## src/rtl/ccr_pkg.sv

```systemverilog
package ccr_pkg;
    typedef enum logic [1:0] {PH_IDLE, PH_SETUP, PH_ACCESS} bus_phase_t;

    localparam int OFS_ERR   = 'h00;
    localparam int OFS_STAT  = 'h10;
    localparam int OFS_MASK  = 'h14;
    localparam int OFS_UNMSK = 'h18;
    localparam int OFS_MSK   = 'h1C;
    localparam int OFS_CFGA  = 'h20;
    localparam int OFS_CFGB  = 'h24;
    localparam int OFS_VEC   = 'h40;
    localparam int OFS_QOS   = 'h60;
    localparam int OFS_SNP   = 'h80;
    localparam int OFS_PCTL  = 'h90;
    localparam int OFS_PSTS  = 'h94;

    localparam logic [31:0] KEEP_CFGA = 32'h0F0F_0F0F;
    localparam logic [31:0] KEEP_CFGB = 32'h3000_000F;
    localparam logic [31:0] KEEP_QOS  = 32'h000F_000F;
    localparam logic [31:0] KEEP_SNP  = 32'h0000_0011;
    localparam logic [31:0] KEEP_VLO  = 32'hFFFF_FFFC;
    localparam logic [31:0] KEEP_VHI  = 32'h0000_00FF;

    localparam logic [31:0] INIT_CFGA = 32'h0000_0F0F;
    localparam logic [31:0] INIT_QOS  = 32'h000F_000F;
    localparam logic [31:0] INIT_VLO  = 32'hFFFF_0000;
endpackage

```

## src/rtl/ccr_phase.sv

```systemverilog
module ccr_phase
    import ccr_pkg::*;
(
    input  logic clk,
    input  logic rst_n,
    input  logic psel,
    input  logic penable,
    output logic go_o
);
    bus_phase_t cur, nxt;

    always_ff @(posedge clk or negedge rst_n) begin
        if (!rst_n) cur <= PH_IDLE;
        else        cur <= nxt;
    end

    always_comb begin
        nxt = cur;
        unique case (cur)
            PH_IDLE:   if (psel && !penable) nxt = PH_SETUP;
            PH_SETUP:  if (psel && penable)  nxt = PH_ACCESS;
                       else if (!psel)       nxt = PH_IDLE;
            PH_ACCESS: nxt = (psel && !penable) ? PH_SETUP : PH_IDLE;
            default:   nxt = PH_IDLE;
        endcase
    end

    always_comb go_o = (cur == PH_SETUP) && psel && penable;
endmodule

```

## src/rtl/ccr_irq.sv

```systemverilog
module ccr_irq (
    input  logic clk,
    input  logic rst_n,
    input  logic raise_i,
    input  logic clr_i,
    input  logic unmask_i,
    input  logic mask_i,
    output logic stat_q,
    output logic mask_q,
    output logic irq_o
);
    always_ff @(posedge clk or negedge rst_n) begin
        if (!rst_n) begin
            stat_q <= 1'b0;
            mask_q <= 1'b1;
        end else begin
            stat_q <= raise_i | (stat_q & ~clr_i);
            if (mask_i)        mask_q <= 1'b1;
            else if (unmask_i) mask_q <= 1'b0;
        end
    end

    always_comb irq_o = stat_q & ~mask_q;
endmodule

```

## src/rtl/ccr_pwr.sv

```systemverilog
module ccr_pwr #(
    parameter int NCORE = 4
) (
    input  logic             clk,
    input  logic             rst_n,
    input  logic             we_i,
    input  logic [NCORE-1:0] req_d,
    input  logic [NCORE-1:0] wfi_i,
    output logic [NCORE-1:0] req_q,
    output logic [NCORE-1:0] wfi_o,
    output logic [NCORE-1:0] pstat_o
);
    for (genvar c = 0; c < NCORE; c++) begin : g_core
        always_ff @(posedge clk or negedge rst_n) begin
            if (!rst_n) begin
                req_q[c]   <= 1'b0;
                pstat_o[c] <= 1'b0;
            end else if (we_i) begin
                req_q[c] <= req_d[c];
                if (req_d[c] != req_q[c]) pstat_o[c] <= req_d[c];
            end
        end
        always_comb wfi_o[c] = req_q[c] & wfi_i[c];
    end
endmodule

```

## src/rtl/ccr_top.sv

```systemverilog
module ccr_top
    import ccr_pkg::*;
#(
    parameter int NCORE  = 4,
    parameter int ADDR_W = 8
) (
    input  logic              clk,
    input  logic              rst_n,
    input  logic              psel,
    input  logic              penable,
    input  logic              pwrite,
    input  logic [ADDR_W-1:0] paddr,
    input  logic [31:0]       pwdata,
    input  logic [3:0]        pstrb,
    output logic [31:0]       prdata,
    output logic              pready,
    output logic              pslverr,
    input  logic [NCORE-1:0]  wfi_i,
    output logic [NCORE-1:0]  wfi_o,
    output logic [NCORE-1:0]  pstat_o,
    output logic              irq_o
);
    localparam int IDX_W   = (NCORE > 1) ? $clog2(NCORE) : 1;
    localparam int VEC_END = OFS_VEC + 8 * NCORE;

    logic              go, hit, bad, wr_go;
    logic [31:0]       rd_mux;
    logic [ADDR_W-1:0] rel;
    logic [IDX_W-1:0]  vidx;
    logic              stat_q, mask_q, err_en;
    logic [NCORE-1:0]  req_q;
    logic [1:0]        pctl_hi;
    logic [31:0]       cfga, cfgb, qos, snp;
    logic [31:0]       vlo [NCORE];
    logic [31:0]       vhi [NCORE];

    ccr_phase u_phase (.clk(clk), .rst_n(rst_n), .psel(psel), .penable(penable), .go_o(go));

    always_comb begin
        rel  = paddr - ADDR_W'(OFS_VEC);
        vidx = rel[3 +: IDX_W];
        hit  = 1'b1;
        rd_mux = '0;
        case (int'(paddr))
            OFS_ERR:   rd_mux = {31'b0, err_en};
            OFS_STAT:  rd_mux = {31'b0, stat_q};
            OFS_MASK:  rd_mux = {31'b0, mask_q};
            OFS_UNMSK, OFS_MSK, OFS_PSTS: rd_mux = '0;
            OFS_CFGA:  rd_mux = cfga;
            OFS_CFGB:  rd_mux = cfgb;
            OFS_QOS:   rd_mux = qos;
            OFS_SNP:   rd_mux = snp;
            OFS_PCTL:  rd_mux = 32'(req_q) | {14'b0, pctl_hi, 16'b0};
            default: begin
                if (int'(paddr) >= OFS_VEC && int'(paddr) < VEC_END && rel[1:0] == 2'b00)
                    rd_mux = rel[2] ? vhi[vidx] : vlo[vidx];
                else
                    hit = 1'b0;
            end
        endcase
        bad   = !hit || (pwrite && pstrb != 4'hF);
        wr_go = go && pwrite && !bad;
    end

    always_comb begin
        pready  = 1'b1;
        prdata  = (go && !pwrite && !bad) ? rd_mux : '0;
        pslverr = go && bad && err_en;
    end

    function automatic logic wr_at(input int ofs);
        return wr_go && int'(paddr) == ofs;
    endfunction

    ccr_irq u_irq (
        .clk(clk), .rst_n(rst_n),
        .raise_i(go && bad),
        .clr_i(wr_at(OFS_STAT) && pwdata[0]),
        .unmask_i(wr_at(OFS_UNMSK) && pwdata[0]),
        .mask_i(wr_at(OFS_MSK) && pwdata[0]),
        .stat_q(stat_q), .mask_q(mask_q), .irq_o(irq_o)
    );

    ccr_pwr #(.NCORE(NCORE)) u_pwr (
        .clk(clk), .rst_n(rst_n),
        .we_i(wr_at(OFS_PCTL)), .req_d(pwdata[NCORE-1:0]),
        .wfi_i(wfi_i), .req_q(req_q), .wfi_o(wfi_o), .pstat_o(pstat_o)
    );

    always_ff @(posedge clk or negedge rst_n) begin
        if (!rst_n) begin
            err_en  <= 1'b0;
            cfga    <= INIT_CFGA;
            cfgb    <= '0;
            qos     <= INIT_QOS;
            snp     <= '0;
            pctl_hi <= '0;
        end else begin
            if (wr_at(OFS_ERR))  err_en  <= pwdata[0];
            if (wr_at(OFS_CFGA)) cfga    <= pwdata & KEEP_CFGA;
            if (wr_at(OFS_CFGB)) cfgb    <= pwdata & KEEP_CFGB;
            if (wr_at(OFS_QOS))  qos     <= pwdata & KEEP_QOS;
            if (wr_at(OFS_SNP))  snp     <= pwdata & KEEP_SNP;
            if (wr_at(OFS_PCTL)) pctl_hi <= pwdata[17:16];
        end
    end

    for (genvar c = 0; c < NCORE; c++) begin : g_vec
        always_ff @(posedge clk or negedge rst_n) begin
            if (!rst_n) begin
                vlo[c] <= INIT_VLO;
                vhi[c] <= '0;
            end else begin
                if (wr_at(OFS_VEC + 8 * c))     vlo[c] <= pwdata & KEEP_VLO;
                if (wr_at(OFS_VEC + 8 * c + 4)) vhi[c] <= pwdata & KEEP_VHI;
            end
        end
    end
endmodule

```

## config.mk

```make
export PLATFORM = sky130hd
export DESIGN_NAME = ccr_top
export DESIGN_NICKNAME = d
export VERILOG_FILES = /design/src/rtl/ccr_pkg.sv /design/src/rtl/ccr_phase.sv /design/src/rtl/ccr_irq.sv /design/src/rtl/ccr_pwr.sv /design/src/rtl/ccr_top.sv
export SDC_FILE = /design/constraint.sdc
export NUM_CORES = 1
export LEC_CHECK = 0
export BUFFER_PORTS_ARGS = -buffer_cell sky130_fd_sc_hd__buf_2
export CAP_MARGIN = 10
export CORE_UTILIZATION = 45
export CTS_CLUSTER_SIZE = 12
export DETAILED_ROUTE_END_ITERATION = 12
export GPL_TIMING_DRIVEN = 0
export PLACE_DENSITY = 0.73
export SETUP_SLACK_MARGIN = 0.05
export SLEW_MARGIN = 20
export SYNTH_ARGS = -nofsm -noshare
export SYNTH_HDL_FRONTEND = slang
export SYNTH_SLANG_ARGS = --single-unit
export TNS_END_PERCENT = 5
```

## constraint.sdc

```tcl
create_clock -name clk -period 2.9 [get_ports clk]
set_input_delay 0.58 -clock clk [delete_from_list [all_inputs] [get_ports clk]]
set_output_delay 0.58 -clock clk [all_outputs]
set_load 0.005 [all_outputs]
```

Word-level counts from Yosys, hierarchy flattened
Index checks and enable logic that the tools add are counted.
{"block": "word_totals", "regBits": 199, "inputBits": 53, "output_inout_bits": 43, "wordCells": 144}
{"block": "classes", "n_addsub": 1, "n_lt_le_gt_ge": 3, "eq_ne": 35, "muxes": 19, "n_bitwise": 11, "n_reduce_logical": 50}
{"cell": "$pmux W32 S9", "n": 1}
{"cell": "$mux W32", "n": 7}
{"cell": "$bmux W32 S2", "n": 2}
{"cell": "$eq A8 B8 Y1 const B", "n": 14}
{"cell": "$eq A8 B6 Y1 const B", "n": 5}
{"cell": "$logic_and A1 B1 Y1", "n": 33}
{"cell": "$eq A8 B5 Y1 const B", "n": 4}
{"cell": "$eq A8 B7 Y1 const B", "n": 3}
{"cell": "$or A4 B18 Y18", "n": 1}
{"cell": "$logic_not A8 Y1", "n": 2}
{"cell": "$reduce_or A11 Y1", "n": 1}
{"cell": "$reduce_and A2 Y1", "n": 5}
{"cell": "$ge A8 B7 Y1 const B", "n": 1}
{"cell": "$lt A8 B7 Y1 const B", "n": 1}
{"cell": "$and A1 B1 Y1", "n": 6}
{"cell": "$mux W2", "n": 3}
{"cell": "$pmux W2 S3", "n": 1}
{"cell": "$mux W1", "n": 5}
{"cell": "$sub A5 B1 Y5 const B", "n": 1}
{"cell": "$logic_not A1 Y1", "n": 4}
{"cell": "$logic_not A2 Y1", "n": 2}
{"cell": "$ne A1 B1 Y1", "n": 4}
{"cell": "$ne A4 B4 Y1 const B", "n": 1}
{"cell": "$ge A3 B3 Y1 const B", "n": 1}
{"cell": "10 further kinds", "n": 11}

Logic depth before layout (Yosys ltp)
{"block": "depth", "ltp_word": 14, "mapped_depth": 8, "ltp_nobuf": 4}

By module
Synthesis repeated with hierarchy kept, for this count alone.
{"block": "hier_totals", "cells_unflattened": 666, "area_unflattened_um2": 9596.7}
{"module": "ccr_top", "n_inst": 1, "cells_each": 624, "area_per_inst_um2": 9053.7, "seq_area_each_um2": 4779.6}
{"module": "ccr_pwr", "n_inst": 1, "cells_each": 29, "area_per_inst_um2": 376.6, "seq_area_each_um2": 200.2}
{"module": "ccr_phase", "n_inst": 1, "cells_each": 6, "area_per_inst_um2": 86.3, "seq_area_each_um2": 50.0}
{"module": "ccr_irq", "n_inst": 1, "cells_each": 7, "area_per_inst_um2": 80.1, "seq_area_each_um2": 51.3}

Worst setup path before layout
Ideal clock, no wire load.
{"block": "synth_timing", "path_type": "input-to-output", "start": "input port paddr[6]", "end": "output port prdata[2]", "arrival_ns": 2.167, "required_time_ns": 2.320, "path_slack_ns": 0.153, "stages": 6, "n_path_buf": 2, "path_cell_list": "buf_2 nand2b_1 or3_1 clkbuf_1 or4_1 a311oi_2"}
{"block": "synth_between", "elab_chain_cells": 10, "elab_cells_between_ends": 26, "classes_between": "order compare: 2; eq/ne: 10; mux: 5; reduce/logical: 9"}
{"element": "from (decl)", "line_no": "ccr_top.sv:12", "rtl": "input logic [ADDR_W-1:0] paddr,"}
{"element": "$ge A8 B7 Y1 or $lt A8 B7 Y1 (tied branches)", "line_no": "ccr_top.sv:55", "rtl": "if (int'(paddr) >= OFS_VEC && int'(paddr) < VEC_END && rel[1:0] == 2'b00)"}
{"element": "$logic_and A1 B1 Y1 (2 in series)", "line_no": "ccr_top.sv:55"}
{"element": "$mux W1", "line_no": "ccr_top.sv:55"}
{"element": "$mux W1", "line_no": "ccr_top.sv:44", "rtl": "case (int'(paddr))"}
{"element": "$logic_not A1 Y1", "line_no": "ccr_top.sv:61", "rtl": "bad = !hit || (pwrite && pstrb != 4'hF);"}
{"element": "$logic_or A1 B1 Y1", "line_no": "ccr_top.sv:61"}
{"element": "$logic_not A1 Y1", "line_no": "ccr_top.sv:67", "rtl": "prdata = (go && !pwrite && !bad) ? rd_mux : '0;"}
{"element": "$logic_and A1 B1 Y1", "line_no": "ccr_top.sv:67"}
{"element": "$mux W32 (*)", "line_no": "ccr_top.sv:67"}
{"element": "to (decl)", "line_no": "ccr_top.sv:15", "rtl": "output logic [31:0] prdata,"}
Mark *: on every way between the ends. The rest lies on a longest branch, timed or not.

Worst setup path after layout
{"block": "layout_timing", "start": "input port paddr[3]", "end": "output port prdata[3]"}
{"block": "layout_between", "elab_chain_cells": 10, "elab_cells_between_ends": 35, "classes_between": "add/sub: 1; order compare: 2; eq/ne: 10; mux: 12; bitwise: 1; reduce/logical: 9"}
{"element": "branches (longest 9 deep; another with $sub A5 B1 Y5)"}
{"element": "$mux W32 (*)", "line_no": "ccr_top.sv:67"}
Every way passes the cells marked *. The select of a mux whose other input is x is not followed.

==> summary.md <==
| Metric | Value |
|---|---|
| Status | `finished with violations` |
| Failing checks | `negative setup slack` |
| Die ar. | `22100 um2` |
| Ports | `96` |
| Critical Path AT | `2.36 ns` |
| CP max stage cell | `or4b_4` |
| Antenna violations before repair | `2` |
| DP HPWL | `15900 um` |
| R2r startpoint | `u_phase.cur[1]$_DFFE_PN0P_` |
| Worst Skew | `0.00836 ns` |
| CTS Sinks | `199` |
| Synthesized flop and latch total | `199` |
| P per Cell Area | `473 nW/um2` |
| Leakage power | `0.00512 uW` |
| Achievable Freq | `340 MHz` |
| Total nets after synthesis | `712` |
| Reg2Reg Capture Point | `vhi[101]$_DFFE_PN0P_` |
| Critical Path Fanout Max | `4` |
| Post-Route Utilization | `54.4%` |
| R2R cell count | `6` |
| Slew Limit Fails | `0` |
| Largest net degree at the start of global routing | `92` |
| Max Cap Viol | `0` |
| R2R setup slack | `0.38 ns` |
| Setup TNS | `-0.0874 ns` |
| Hold crit path type | `in2async` |
| Critical path, cell by cell | `buf_6 > or4b_4 > buf_6 > nor4b_4 > a32oi_1 > a311oi_2 > buf_2` |
| Tightest Pin Transition | `0.764 ns` |
| DR vias | `6271` |
| Filler instances | `1729` |
| Vias/cell | `5.88` |
| Nets | `831` |
| Worst VDD drop | `0.000368 V` |
| Synth area leaders | `dfrtp_1 (30%), dfstp_2 (22%), mux2_2 (22%)` |
| Crit start category | `input pin` |
| Initial Util | `46.0%` |
| Max_slew headroom | `48.7%` |
| Pre-CTS setup slack | `-0.556 ns` |
| Worst setup margin | `-0.0415 ns` |
| Htree depth | `4` |
| Most used DFF post-synth | `dfrtp_1` |
| RSZ-0062 raised after global routing | `true` |
| CP endpoint kind | `primary output` |
| Layout area overhead | `18.3%` |
| Hold Fails Final Rpt | `0` |
| Cts bufs inserted | `17` |
| Row count | `53` |
| Synth area leader | `dfrtp_1` |
| Die W | `149 um` |
| Share of layout cells above drive strength 1 | `66.8%` |
| Mean Syn Cell Area | `14.7 um2` |
| WL/cell | `22.4 um` |
| Mapped Area | `9690 um2` |
| Unique masters post-synth | `63` |
| Final setup viols | `3` |
| Grt total ovfl | `0` |
| Crit path required time | `2.32 ns` |
| 1st-iter DRT viols | `440` |
| Post-layout min period | `2.94 ns` |
| Core area | `21100 um2` |
| Cts hold-fix bufs | `0` |
| Global placement routability congestion | `0.937` |
| CTS tree | `yes` |
| Clk slew on worst S/H paths | `0.07 ns` |
| All-Layer GR Usage | `22.6%` |
| Crit path kind | `in2out` |
| CTS root buffer | `clkbuf_16` |
| Drt drc | `0` |
| Synthesized instance count | `659` |
| Post-synthesis sequential area ratio | `52.4%` |
| Yosys warning count | `0` |
| Die H | `149 um` |
| Slowest stage delay, CP | `0.52 ns` |
| Pwr Total | `5430 uW` |
| Post-route ant nets | `0` |
| TritonRoute pass-1 iters | `5` |
| Post-Route WL | `23900 um` |
| Asr flop ratio synth | `100%` |
| First-pass GRT wire length | `37100 um` |
| Final Cycle Share | `101%` |
| Vias in the first global route | `6431` |
| Synth top area share | `30.5%` |
| Buffers on Ports | `91` |
| Number of enable flip-flop cells after synthesis | `0` |
| Most used cell, CP | `buf_6` |
| Worst-skew pair later-pin latency | `0.44 ns` |
| Max clock buf depth | `2` |
[logic make-up (layout without fill, tap and decap cells)]
group | count (synthesis) | after routing | synth area share, %
buffers and inverters | 56 | 188 | 3.10
AO/OA/AOI/OAI | 55 | 55 | 4.23
AND/OR/NAND/NOR | 106 | 106 | 7.76
flip-flops | 199 | 199 | 52.4
multiplexers | 242 | 242 | 32.5
other | 1 | 2 | 0.0387
[sequential cells by signal, indices dropped and copies added, names as in the netlist]
name,cells
cfga,16
cfgb,6
err_en,1
pctl_hi,2
qos,8
snp,2
u_irq.mask_q,1
u_irq.stat_q,1
u_phase.cur,2
u_pwr.pstat_o,4
u_pwr.req_q,4
vhi,32
vlo,120
[layout by cell type, fill, tap and decap left out, types with 3 or more instances in the layout]
| master | instances |
|---|---|
| mux2_2 | 187 |
| dfrtp_1 | 118 |
| buf_2 | 93 |
| dfstp_2 | 81 |
| mux4_2 | 35 |
| buf_4 | 30 |
| clkbuf_16 | 19 |
| nor2b_1 | 15 |
| a22oi_1 | 15 |
| nor3_1 | 14 |
| buf_6 | 11 |
| clkbuf_1 | 9 |
| nor3_2 | 9 |
| mux2i_1 | 9 |
| nand2b_1 | 6 |
| mux2_4 | 6 |
| inv_1 | 5 |
| nand2_1 | 5 |
| nor4_4 | 5 |
| a31oi_1 | 5 |
| a21oi_1 | 5 |
| o31ai_1 | 5 |
| and2_1 | 5 |
| nor2_1 | 4 |
| a211oi_2 | 4 |
| nor4_2 | 4 |
| nand3_1 | 4 |
| mux2_1 | 4 |
| clkbuf_4 | 3 |
| or2_2 | 3 |
| a32oi_1 | 3 |
| inv_6 | 3 |
[area by class of cell]
type	count	area, um2	area share (%)
Clock inverter	10	80.1	0.699
Multi-Input combinational cell	404	4470	39.0
Inverter	5	18.8	0.164
Sequential cell	199	5080	44.3
Tap cell	275	344	3.00
Timing Repair Buffer	102	607	5.29
Buffer	49	360	3.14
Antenna cell	1	2.50	0.0218
Clock buffer	22	497	4.33
[worst max-delay path by stage]
stage | from | endpoint | slack, ns | cells after the start
final | paddr[3] | prdata[3] | -0.04 | 7
after global routing | paddr[3] | prdata[2] | -0.1 | 7
after CTS | paddr[4] | prdata[2] | -0.08 | 7
after detailed placement | paddr[3] | prdata[28] | -0.56 | 8
after global placement | rst_n | cfga[26]$_DFFE_PN0P_ | -2.01 | 1
after floorplan | paddr[6] | prdata[2] | 0.15 | 6
[per-stage QoR]
step,hold slack (ns),cell area [um2],std cells
final,0.0300,11500,1067
after global routing,0.0481,11500,1067
after CTS,0.0326,11400,1066
after detailed placement,0.440,10600,1027
after global placement,0.425,10500,1025
after floorplan,0.284,9690,659
[Yosys cell counts, types with 3 or more instances]
cell type and count:
mux2_2 187, nor2_1 7, nor3_1 22, buf_1 5
nand3_1 4, and2_1 5, nor4_4 4, mux2_1 4
a31oi_1 5, o31ai_1 5, or2_2 3, dfrtp_1 118
buf_6 3, a32oi_1 3, mux2_4 6, or3_1 3
dfstp_2 81, buf_2 15, nand2_1 5, nor4_1 5
nand2b_1 9, a21oi_1 5, buf_4 13, inv_1 5
clkbuf_1 15, a211oi_1 6, mux2i_1 9, mux4_2 35
nor2b_1 15, a22oi_1 16
[where the power goes]
part	switching [uW]	internal, uW
logic	213	107
clock network	1080	1240
registers	1.60	2780
total	1290	4130
[layer usage]
metal	track usage, %	vias up	wire (um)
met4	9.54	0	753
met2	35.9	238	11500
met1	30.2	3243	10200
met5	0	-	0
met3	4.50	57	1400
li1	-	2733	-
[critical path, delay by kind of cell]
kind / cells / cell delay, ns
AO/OA/AOI/OAI: 2 / 0.47
AND/OR/NAND/NOR: 2 / 0.88
buffers and inverters: 3 / 0.43
[repair_timing]
| item | 4_1_cts | 5_1_grt |
|---|---|---|
| buffers inserted | 9 | 0 |
| endpoints found under the setup margin | 33 | 27 |
| pin swaps | 11 | 6 |
| endpoints found under the hold margin | 0 | 0 |
| resized for setup | 63 | 15 |
Note: power is estimated with default switching activity, not from simulation.
